File: config.mk
export PLATFORM = sky130hd
export DESIGN_NAME = win_cmd_seq
export DESIGN_NICKNAME = d
export VERILOG_FILES = /design/src/rtl/wcs_pkg.sv /design/src/rtl/win_fmt_decode.sv /design/src/rtl/win_beat_sel.sv /design/src/rtl/win_cmd_seq.sv
export SDC_FILE = /design/constraint.sdc
export NUM_CORES = 1
export LEC_CHECK = 0
export BUFFER_PORTS_ARGS = -buffer_cell sky130_fd_sc_hd__buf_2
export CAP_MARGIN = 15
export CORE_MARGIN = 1
export CORE_UTILIZATION = 30
export CTS_CLUSTER_DIAMETER = 40
export CTS_CLUSTER_SIZE = 8
export DETAILED_ROUTE_END_ITERATION = 8
export PLACE_DENSITY = 0.51
export SLEW_MARGIN = 40
export SYNTH_ARGS = -nofsm -noshare
export SYNTH_HDL_FRONTEND = slang
export SYNTH_SLANG_ARGS = --single-unit
File: constraint.sdc
create_clock -name clk -period 4.44 [get_ports clk]
set_input_delay 0.888 -clock clk [delete_from_list [all_inputs] [get_ports clk]]
set_output_delay 0.888 -clock clk [all_outputs]
set_load 0.05 [all_outputs]
File: src/rtl/wcs_pkg.sv
package wcs_pkg;

    localparam int COORD_W   = 16;
    localparam int BYTE_W    = 8;
    localparam int FLAG_W    = 3;
    localparam int BPP_W     = 5;
    localparam int NUM_STEPS = 15;
    localparam int STEP_W    = $clog2(NUM_STEPS);
    localparam int FMT_BEATS = 6;
    localparam logic [STEP_W-1:0] WIN_STEP  = STEP_W'(FMT_BEATS);
    localparam logic [STEP_W-1:0] LAST_STEP = STEP_W'(NUM_STEPS - 1);

    localparam logic [BYTE_W-1:0] ADR_INMODE = 8'h2A;
    localparam logic [BYTE_W-1:0] ADR_TRANSL = 8'h2E;
    localparam logic [BYTE_W-1:0] ADR_WTYPE  = 8'h36;
    localparam logic [BYTE_W-1:0] ADR_WINDOW = 8'h38;

    typedef enum logic [1:0] {
        CM_RGB565 = 2'd0,
        CM_YUV422 = 2'd1,
        CM_YUV420 = 2'd2,
        CM_BAD    = 2'd3
    } cmode_e;

    typedef struct packed {
        logic              ok;
        logic [BYTE_W-1:0] conv;
        logic [BYTE_W-1:0] transl;
        logic [BPP_W-1:0]  bpp;
    } fmt_t;

    typedef struct packed {
        logic [COORD_W-1:0] xs;
        logic [COORD_W-1:0] ys;
        logic [COORD_W-1:0] xe;
        logic [COORD_W-1:0] ye;
        logic [BYTE_W-1:0]  conv;
        logic [BYTE_W-1:0]  transl;
        logic [BYTE_W-1:0]  wtype;
    } job_t;

    typedef struct packed {
        logic              is_cmd;
        logic [BYTE_W-1:0] data;
    } beat_t;

    function automatic logic [COORD_W-1:0] last_coord(input logic [COORD_W-1:0] org,
                                                      input logic [COORD_W-1:0] len);
        return org + len - COORD_W'(1);
    endfunction

endpackage

File: src/rtl/win_fmt_decode.sv
module win_fmt_decode
    import wcs_pkg::*;
(
    input  cmode_e mode,
    output fmt_t   fmt
);
    always_comb begin
        unique case (mode)
            CM_RGB565: fmt = '{ok: 1'b1, conv: 8'h01, transl: 8'h05, bpp: 5'd16};
            CM_YUV422: fmt = '{ok: 1'b1, conv: 8'h08, transl: 8'h25, bpp: 5'd16};
            CM_YUV420: fmt = '{ok: 1'b1, conv: 8'h09, transl: 8'h25, bpp: 5'd12};
            default:   fmt = '{ok: 1'b0, conv: '0,    transl: '0,    bpp: '0};
        endcase
    end
endmodule

File: src/rtl/win_beat_sel.sv
module win_beat_sel
    import wcs_pkg::*;
(
    input  job_t              job,
    input  logic [STEP_W-1:0] step,
    output beat_t             beat
);
    always_comb begin
        case (step)
            4'd0:    beat = '{is_cmd: 1'b1, data: ADR_INMODE};
            4'd1:    beat = '{is_cmd: 1'b0, data: job.conv};
            4'd2:    beat = '{is_cmd: 1'b1, data: ADR_TRANSL};
            4'd3:    beat = '{is_cmd: 1'b0, data: job.transl};
            4'd4:    beat = '{is_cmd: 1'b1, data: ADR_WTYPE};
            4'd5:    beat = '{is_cmd: 1'b0, data: job.wtype};
            4'd6:    beat = '{is_cmd: 1'b1, data: ADR_WINDOW};
            4'd7:    beat = '{is_cmd: 1'b0, data: job.xs[7:0]};
            4'd8:    beat = '{is_cmd: 1'b0, data: job.xs[15:8]};
            4'd9:    beat = '{is_cmd: 1'b0, data: job.ys[7:0]};
            4'd10:   beat = '{is_cmd: 1'b0, data: job.ys[15:8]};
            4'd11:   beat = '{is_cmd: 1'b0, data: job.xe[7:0]};
            4'd12:   beat = '{is_cmd: 1'b0, data: job.xe[15:8]};
            4'd13:   beat = '{is_cmd: 1'b0, data: job.ye[7:0]};
            4'd14:   beat = '{is_cmd: 1'b0, data: job.ye[15:8]};
            default: beat = '{is_cmd: 1'b0, data: '0};
        endcase
    end
endmodule

File: src/rtl/win_cmd_seq.sv
module win_cmd_seq
    import wcs_pkg::*;
#(
    parameter logic [7:0] WT_INIT = 8'hA4
) (
    input  logic               clk,
    input  logic               rst,
    input  logic               req_valid,
    output logic               req_ready,
    input  logic [COORD_W-1:0] req_x,
    input  logic [COORD_W-1:0] req_y,
    input  logic [COORD_W-1:0] req_w,
    input  logic [COORD_W-1:0] req_h,
    input  logic [1:0]         req_mode,
    input  logic [FLAG_W-1:0]  req_flags,
    output logic               bus_valid,
    input  logic               bus_ready,
    output logic               bus_is_cmd,
    output logic [BYTE_W-1:0]  bus_data,
    output logic               xfer_start,
    output logic               err,
    output logic [BPP_W-1:0]   bpp
);
    typedef enum logic {S_IDLE, S_BUSY} state_e;

    state_e              state;
    logic [STEP_W-1:0]   step;
    job_t                job;
    fmt_t                fmt;
    beat_t               beat;
    logic                fmt_seen;
    cmode_e              prev_mode;
    logic [FLAG_W-1:0]   prev_flags;
    logic                accept;
    logic                new_fmt;
    logic                done_q;
    logic                err_q;
    logic [BPP_W-1:0]    bpp_q;

    win_fmt_decode u_fmt (
        .mode (cmode_e'(req_mode)),
        .fmt  (fmt)
    );

    win_beat_sel u_beat (
        .job  (job),
        .step (step),
        .beat (beat)
    );

    assign req_ready = (state == S_IDLE);
    assign accept    = req_valid && req_ready;
    assign new_fmt   = !fmt_seen || (cmode_e'(req_mode) != prev_mode) || (req_flags != prev_flags);

    always_ff @(posedge clk) begin
        if (rst) begin
            state      <= S_IDLE;
            step       <= '0;
            job        <= '0;
            fmt_seen   <= 1'b0;
            prev_mode  <= CM_RGB565;
            prev_flags <= '0;
            done_q     <= 1'b0;
            err_q      <= 1'b0;
            bpp_q      <= '0;
        end else begin
            done_q <= 1'b0;
            err_q  <= 1'b0;
            if (accept) begin
                if (!fmt.ok) begin
                    err_q <= 1'b1;
                end else begin
                    state      <= S_BUSY;
                    step       <= new_fmt ? '0 : WIN_STEP;
                    job.xs     <= req_x;
                    job.ys     <= req_y;
                    job.xe     <= last_coord(req_x, req_w);
                    job.ye     <= last_coord(req_y, req_h);
                    job.conv   <= fmt.conv;
                    job.transl <= fmt.transl;
                    job.wtype  <= {WT_INIT[7:2], 1'b0, req_flags[0]};
                    bpp_q      <= fmt.bpp;
                    fmt_seen   <= 1'b1;
                    prev_mode  <= cmode_e'(req_mode);
                    prev_flags <= req_flags;
                end
            end else if (state == S_BUSY && bus_ready) begin
                if (step == LAST_STEP) begin
                    state  <= S_IDLE;
                    done_q <= 1'b1;
                end else begin
                    step <= step + STEP_W'(1);
                end
            end
        end
    end

    assign bus_valid  = (state == S_BUSY);
    assign bus_is_cmd = beat.is_cmd;
    assign bus_data   = beat.data;
    assign xfer_start = done_q;
    assign err        = err_q;
    assign bpp        = bpp_q;


    hold_beat_chk: assert property (@(posedge clk) disable iff (rst)
        bus_valid && !bus_ready |=> bus_valid && $stable(bus_data) && $stable(bus_is_cmd));


    start_after_accept_chk: assert property (@(posedge clk) disable iff (rst)
        req_valid && req_ready && req_mode != 2'd3 |=> bus_valid && !req_ready);


    first_beat_cmd_chk: assert property (@(posedge clk) disable iff (rst)
        $rose(bus_valid) |-> bus_is_cmd);


    done_after_data_chk: assert property (@(posedge clk) disable iff (rst)
        xfer_start |-> $past(bus_valid && bus_ready && !bus_is_cmd));


    err_quiet_chk: assert property (@(posedge clk) disable iff (rst)
        err |-> !bus_valid && !xfer_start);


    err_after_bad_chk: assert property (@(posedge clk) disable iff (rst)
        req_valid && req_ready && req_mode == 2'd3 |=> err && req_ready);

endmodule

# [After elaboration in Yosys (flattened, before gate mapping)]
# Cells that the tools add are included.
[word_totals] register_bits=100 in_bits=73
[classes] n_bitwise=3 eq_ne=20 add_sub_neg=5 n_reduce_logical=14 n_mux=13
[ops] cell="case mux 9 bit (15 select lines)" n=1
[ops] cell="case mux 22 bit (3 select lines)" n=1
[ops] cell="adder 16 bit" n=2
[ops] cell="subtractor 16 x 1 -> 16 bit, second input constant" n=2
[ops] cell="== test 4 bit, second input constant" n=7
[ops] cell="== test 4 x 3 -> 1 bit, second input constant" n=4
[ops] cell="2-to-1 mux 4 bit" n=4
[ops] cell="== test 4 x 2 -> 1 bit, second input constant" n=2
[ops] cell="2-to-1 mux 1 bit" n=6
[ops] cell="AND reduction 3 bit" n=2
[ops] cell="adder 4 x 1 -> 4 bit, second input constant" n=1
[ops] cell="== test 4 x 1 -> 1 bit, second input constant" n=1
[ops] cell="logical NOT 4 bit" n=1
[ops] cell="!= test 2 bit, second input constant" n=2
[ops] cell="nonzero test 2 bit" n=2
[ops] cell="2-to-1 mux 3 bit" n=1
[ops] cell="!= test 3 bit" n=1
[ops] cell="NOT 1 bit" n=3
[ops] cell="OR reduction 3 bit" n=1
[ops] cell="== test 2 x 1 -> 1 bit, second input constant" n=1
[ops] cell="== test 2 bit, second input constant" n=1
[ops] cell="logical AND 1 bit" n=2
[ops] cell="logical NOT 2 bit" n=1
[ops] cell="logical OR 1 bit" n=2
[ops] cell="other kinds (4)" n=4

# [Logic depth before layout (Yosys ltp)]
[depth] word_depth=6 mapped_depth=11 depth_no_buf=11

# [By module]
# A second synthesis with hierarchy kept.
[hier_totals] cells_unflattened=933 area_unflattened_um2=6988.0
[modules_own_cells] mod="win_cmd_seq" area_per_inst_um2=5760.5 seq_area_each_um2=1961.9 n_inst=1 cells_each=769
[modules_own_cells] mod="win_beat_sel" area_per_inst_um2=1006.0 seq_area_each_um2=0.0 n_inst=1 cells_each=136
[modules_own_cells] mod="win_fmt_decode" area_per_inst_um2=221.5 seq_area_each_um2=0.0 n_inst=1 cells_each=28

# [Worst setup path after synthesis]
# No wires, ideal clock.
[synth_path] kind="flip-flop to output port" start="register step[0]" end="output port bus_data[4]" setup_slack_ns=0.480 n_path_buf=2 arrival_time_ns=3.072 stages_incl_launch_ff=6 cell_sequence="dfxtp_1 ha_1 clkbuf_1 clkbuf_1 a222oi_1 o311ai_0"
[synth_via] elab_chain_cells=2 word_cells_on_any_way=16 classes_between="eq/ne: 14; mux: 1; reduce/logical: 1"
[synth_lines] element="start, declared" line="win_cmd_seq.sv:27" text="logic [STEP_W-1:0] step;"
[synth_lines] element="start signal, assigned" line="win_cmd_seq.sv:74" text="step <= new_fmt ? '0 : WIN_STEP;"
[synth_lines] element="start signal, assigned" line="win_cmd_seq.sv:92" text="step <= step + STEP_W'(1);"
[synth_lines] element="== test 4 bit, or another cell as far along" line="win_beat_sel.sv:9" text="case (step)"
[synth_lines] element="case mux 9 bit (15 select lines) (*)" line="win_beat_sel.sv:9"
[synth_lines] element="end, declared" line="win_cmd_seq.sv:19" text="output logic [BYTE_W-1:0] bus_data,"
# Mark *: on every way between the ends. The rest lies on a longest branch, timed or not.

# [Worst setup path in the final report]
[layout_path] start="register step[0]" end="output port bus_data[2]"
# The elaborated chain is that of the path after synthesis.

==> impl_summary.md <==
Hold path
The startpoint of the worst hold path is job[44]$_SDFFE_PP0P_. The class of the tightest hold or removal check is reg2reg. The worst min-delay path endpoint is job[44]$_SDFFE_PP0P_. The number of stages on the worst hold path is 2.

Finish
The share of cells above drive strength 1 is 0.147. The synthesis-to-layout area growth is 17.2%. Counting the fill cells in the layout gives 1989. The net count of the finished layout is between 900 and 1000. The post-route core utilization is 0.359. The repair_antennas step left the layout with diodes totalling 0.

Routing
The post-detailed-route DRC marker count is 0. The via count is 5276. The number of design-rule violations left by the first detailed-router iteration is 359. The number of optimization iterations in the first detailed-route pass is 7. The number of vias per cell after detailed routing is 4.87.

The wire length per cell after detailed routing is 14.8 um. The routed wire length is between 15 and 20 mm. In this run the remaining antenna-violating nets after routing total 0.

Timing
The hold violation total from the final report is 0. The max-slew violation count was 0. Static timing analysis puts the maximum clock frequency at 285 MHz. Setup repair after global routing left no endpoint under its margin. Setup violations remaining at the end of the flow were counted as 0.

Clock skew on the completed layout was measured at 0.00376 ns. The minimum period implied by the final worst setup slack is 3.50 ns. The worst relative slew slack is 0.470.

The final setup TNS is 0 ns. The post-route fraction of the period consumed by the critical path is 0.789. At the pin with the least slew margin, the transition time is 0.795 ns.

Setup path
The depth of the worst register-to-register path is 7. The register-to-register setup slack is 1.98 ns. The critical register-to-register path endpoint is step[3]$_SDFFE_PP0P_. The startpoint identified for the worst register-to-register timing path is step[0]$_SDFFE_PP0P_.

The biggest fanout along the worst timing path is 20. Data on the critical path is required at its endpoint by between 3 and 4 ns. The worst setup path is launched from a flip-flop. The critical path is of the reg2out type.

The endpoint type of the worst setup path is an output port. Data on the critical path arrives at its endpoint at 2.62 ns.

Floorplan
The cell row count is 50. The floorplan die area is 19700 um2. The floorplan step set the die width to approximately 140 um. The floorplan die height is 140 um. During I/O placement, the number of pins put on the boundary was 91. The starting utilization of the core area is 0.307. The core box area is 18700 um2.

Clock tree
The clock buffer count from CTS is 9. The number of hold buffers added after CTS is 0. The root buffer cell chosen for the clock tree is clkbuf_16. The clock drives 82 sinks. Buffers added to address setup during post-CTS repair amount to 0. The clock slew seen by the registers of the worst setup and hold paths is approximately 0.060 ns. The maximum count of clock buffers along a single path is 2.

Gates resized during post-CTS repair numbered 0. The TritonCTS clock tree is yes. The H-tree generated during clock tree synthesis spans 3 levels. The insertion delay of the later-clocked pin in the worst-skew pair is 0.34 ns.

Place
The congestion estimate from routability-driven global placement came to 0.868. The count of input and output buffers is 88. Summed over all nets, the half-perimeter wirelength after detailed placement is 12.1 mm.

Yosys
The flip-flop and latch count after synthesis is between 80 and 90. Counting flops with an async set or reset pin after synthesis yields a share of 0. For this run, the number of Yosys warnings is 0. A synthesized cell averages 7.36 um2. The synthesized design contains 0 enable-type register cells. The sequential element share of the synthesized area is 0.286.

The cell type with the largest total area after synthesis is dfxtp_1. The synthesized netlist contains 61 unique library cells. After synthesis the cells add up to 5730 um2. After synthesis, the cell types taking the most area are dfxtp_1 29%, ha_1 15%, nand2_1 9.1%. The share of Yosys cell area claimed by the top area cell type is 0.286. The most common flop cell mapped by yosys is dfxtp_1.

The cell with the most instances after synthesis is nand2_1. The commonest cells after synthesis are 139 x nand2_1, 135 x inv_1, 82 x dfxtp_1, 81 x a21oi_1, 67 x ha_1. Counting every instance in the synthesized netlist gives 779.

Global routing
The global-route wire length before repair is 26.2 mm. The number of global-route vias before repair was 4942. The largest net degree at the start of global routing is 74. Across every metal layer, demand over resource in global routing totals 0.170. For this run the aggregate overflow at the end of global routing stands at 0. The initial antenna violation count came to 0.

Pwr
The register share of total power is 0.361. In this run the static leakage power is 3.14 nW. The switching power share of the total is 0.317. The internal power contribution is 1.59 mW.

The power spent charging and discharging nets is 0.739 mW. The relative contribution of combinational cells to total power is 0.278. The share of total power dissipated in the clock network is 0.361. For this design the ratio of total power to cell area is around 350 nW/um2. The worst vdd rail ir drop is 160 uV.

Outcome
The run finished with clean final reports.

Flow run
The number of maximum-capacitance violations is 0.
-- critical path, cell delays in order (launching register included) --
cell and delay (ns):
dfxtp_1 0.36, inv_1 0.10, ha_1 0.67, a22o_1 0.26, a221oi_1 0.05, mux4_2 0.53, inv_1 0.07, buf_2 0.25
-- power groups by stage --
stage / registers, mW / clock network, mW / logic (mW)
floorplan: 0.845 / 0 / 0.475
global placement: 0.857 / 0 / 0.651
detailed placement: 0.857 / 0 / 0.650
CTS: 0.841 / 0.860 / 0.653
global route: 0.848 / 0.895 / 0.736
finish: 0.842 / 0.840 / 0.646
-- stage by stage --
| stage | hold slack [ns] | instance area, um2 | setup WS [ns] | cells | power, mW |
|---|---|---|---|---|---|
| finish | 0.453 | 6720 | 0.935 | 1084 | 2.33 |
| global placement | 0.441 | 6380 | 1.09 | 1068 | 1.51 |
| global route | 0.469 | 6720 | 0.684 | 1084 | 2.48 |
| detailed placement | 0.445 | 6380 | 1.06 | 1068 | 1.51 |
| floorplan | 0.425 | 5740 | 0.480 | 780 | 1.32 |
| CTS | 0.453 | 6720 | 0.893 | 1084 | 2.35 |
-- per-layer routing --
metal	GRT usage	vias up	wire length [um]	part of all wire
met1	0.233	2409	7740	0.48
met2	0.272	126	7360	0.46
met5	0	-	0	0
met4	0.0549	0	244	0.015
li1	-	2725	-	-
met3	0.0256	16	683	0.043
-- cell type report --
class / instances / area, um2 / share of cell area
multi-input cells: 521 / 3430 / 0.510
flip-flops and latches: 82 / 1640 / 0.244
repair buffers: 96 / 513 / 0.0763
inverters: 135 / 507 / 0.0754
well taps: 234 / 293 / 0.0436
clock buffers: 12 / 267 / 0.0397
clock inverters: 4 / 72.6 / 0.0108
-- worst max path at each step --
| stage | from | endpoint | slack (ns) | cells past startpoint |
|---|---|---|---|---|
| 6_report | step[0]$_SDFFE_PP0P_ | bus_data[2] | 0.94 | 7 |
| 5_1_grt | step[0]$_SDFFE_PP0P_ | bus_data[4] | 0.68 | 5 |
| 4_1_cts | step[0]$_SDFFE_PP0P_ | bus_data[4] | 0.89 | 5 |
| 3_5_place_dp | req_x[1] | job[53]$_SDFFE_PP0P_ | 1.06 | 12 |
| 3_3_place_gp | req_x[1] | job[53]$_SDFFE_PP0P_ | 1.09 | 12 |
| 2_1_floorplan | step[0]$_SDFFE_PP0P_ | bus_data[4] | 0.48 | 5 |
-- cells by family (layout without fill, tap and decap cells) --
| logic type | count (synthesis) | after routing | share of synthesized area |
|---|---|---|---|
| buffers and inverters | 177 | 247 | 0.119 |
| other | 1 | 2 | 0.000654 |
| AOI/OAI and AO/OA | 189 | 189 | 0.210 |
| muxes | 6 | 6 | 0.0151 |
| adders and majority gates | 69 | 69 | 0.153 |
| xor gates and xnor gates | 31 | 31 | 0.0473 |
| and+or+nand+nor | 224 | 224 | 0.169 |
| DFF | 82 | 82 | 0.286 |
-- cells in the final DEF, fill, tap and decap left out, types with 3 or more instances in the layout --
master and count:
a222oi_1 6, xnor2_1 22, nor2_1 31, a22oi_1 7, a21o_1 7, nand2_1 139, nand3b_1 4, dfxtp_1 82
o21ai_1 3, a311oi_1 3, nand3_1 11, a211oi_1 7, mux2i_1 3, clkbuf_8 3, a221oi_1 8, nor3b_1 5
xor2_1 9, nand4_1 3, o211ai_1 4, a31oi_1 5, o21ai_0 28, buf_4 7, ha_1 67, a22o_1 3
a21oi_1 81, buf_2 88, nor3_1 11, inv_1 135, o21a_1 4, clkbuf_16 9, and3_1 5
-- sequential cells by signal, summed over array words and instances, names as in the netlist --
signal / cells
bpp: 2
bus_valid: 1
err: 1
fmt_seen: 1
job: 67
prev_flags: 3
prev_mode: 2
step: 4
xfer_start: 1
Note: power is estimated with default switching activity, not from simulation.
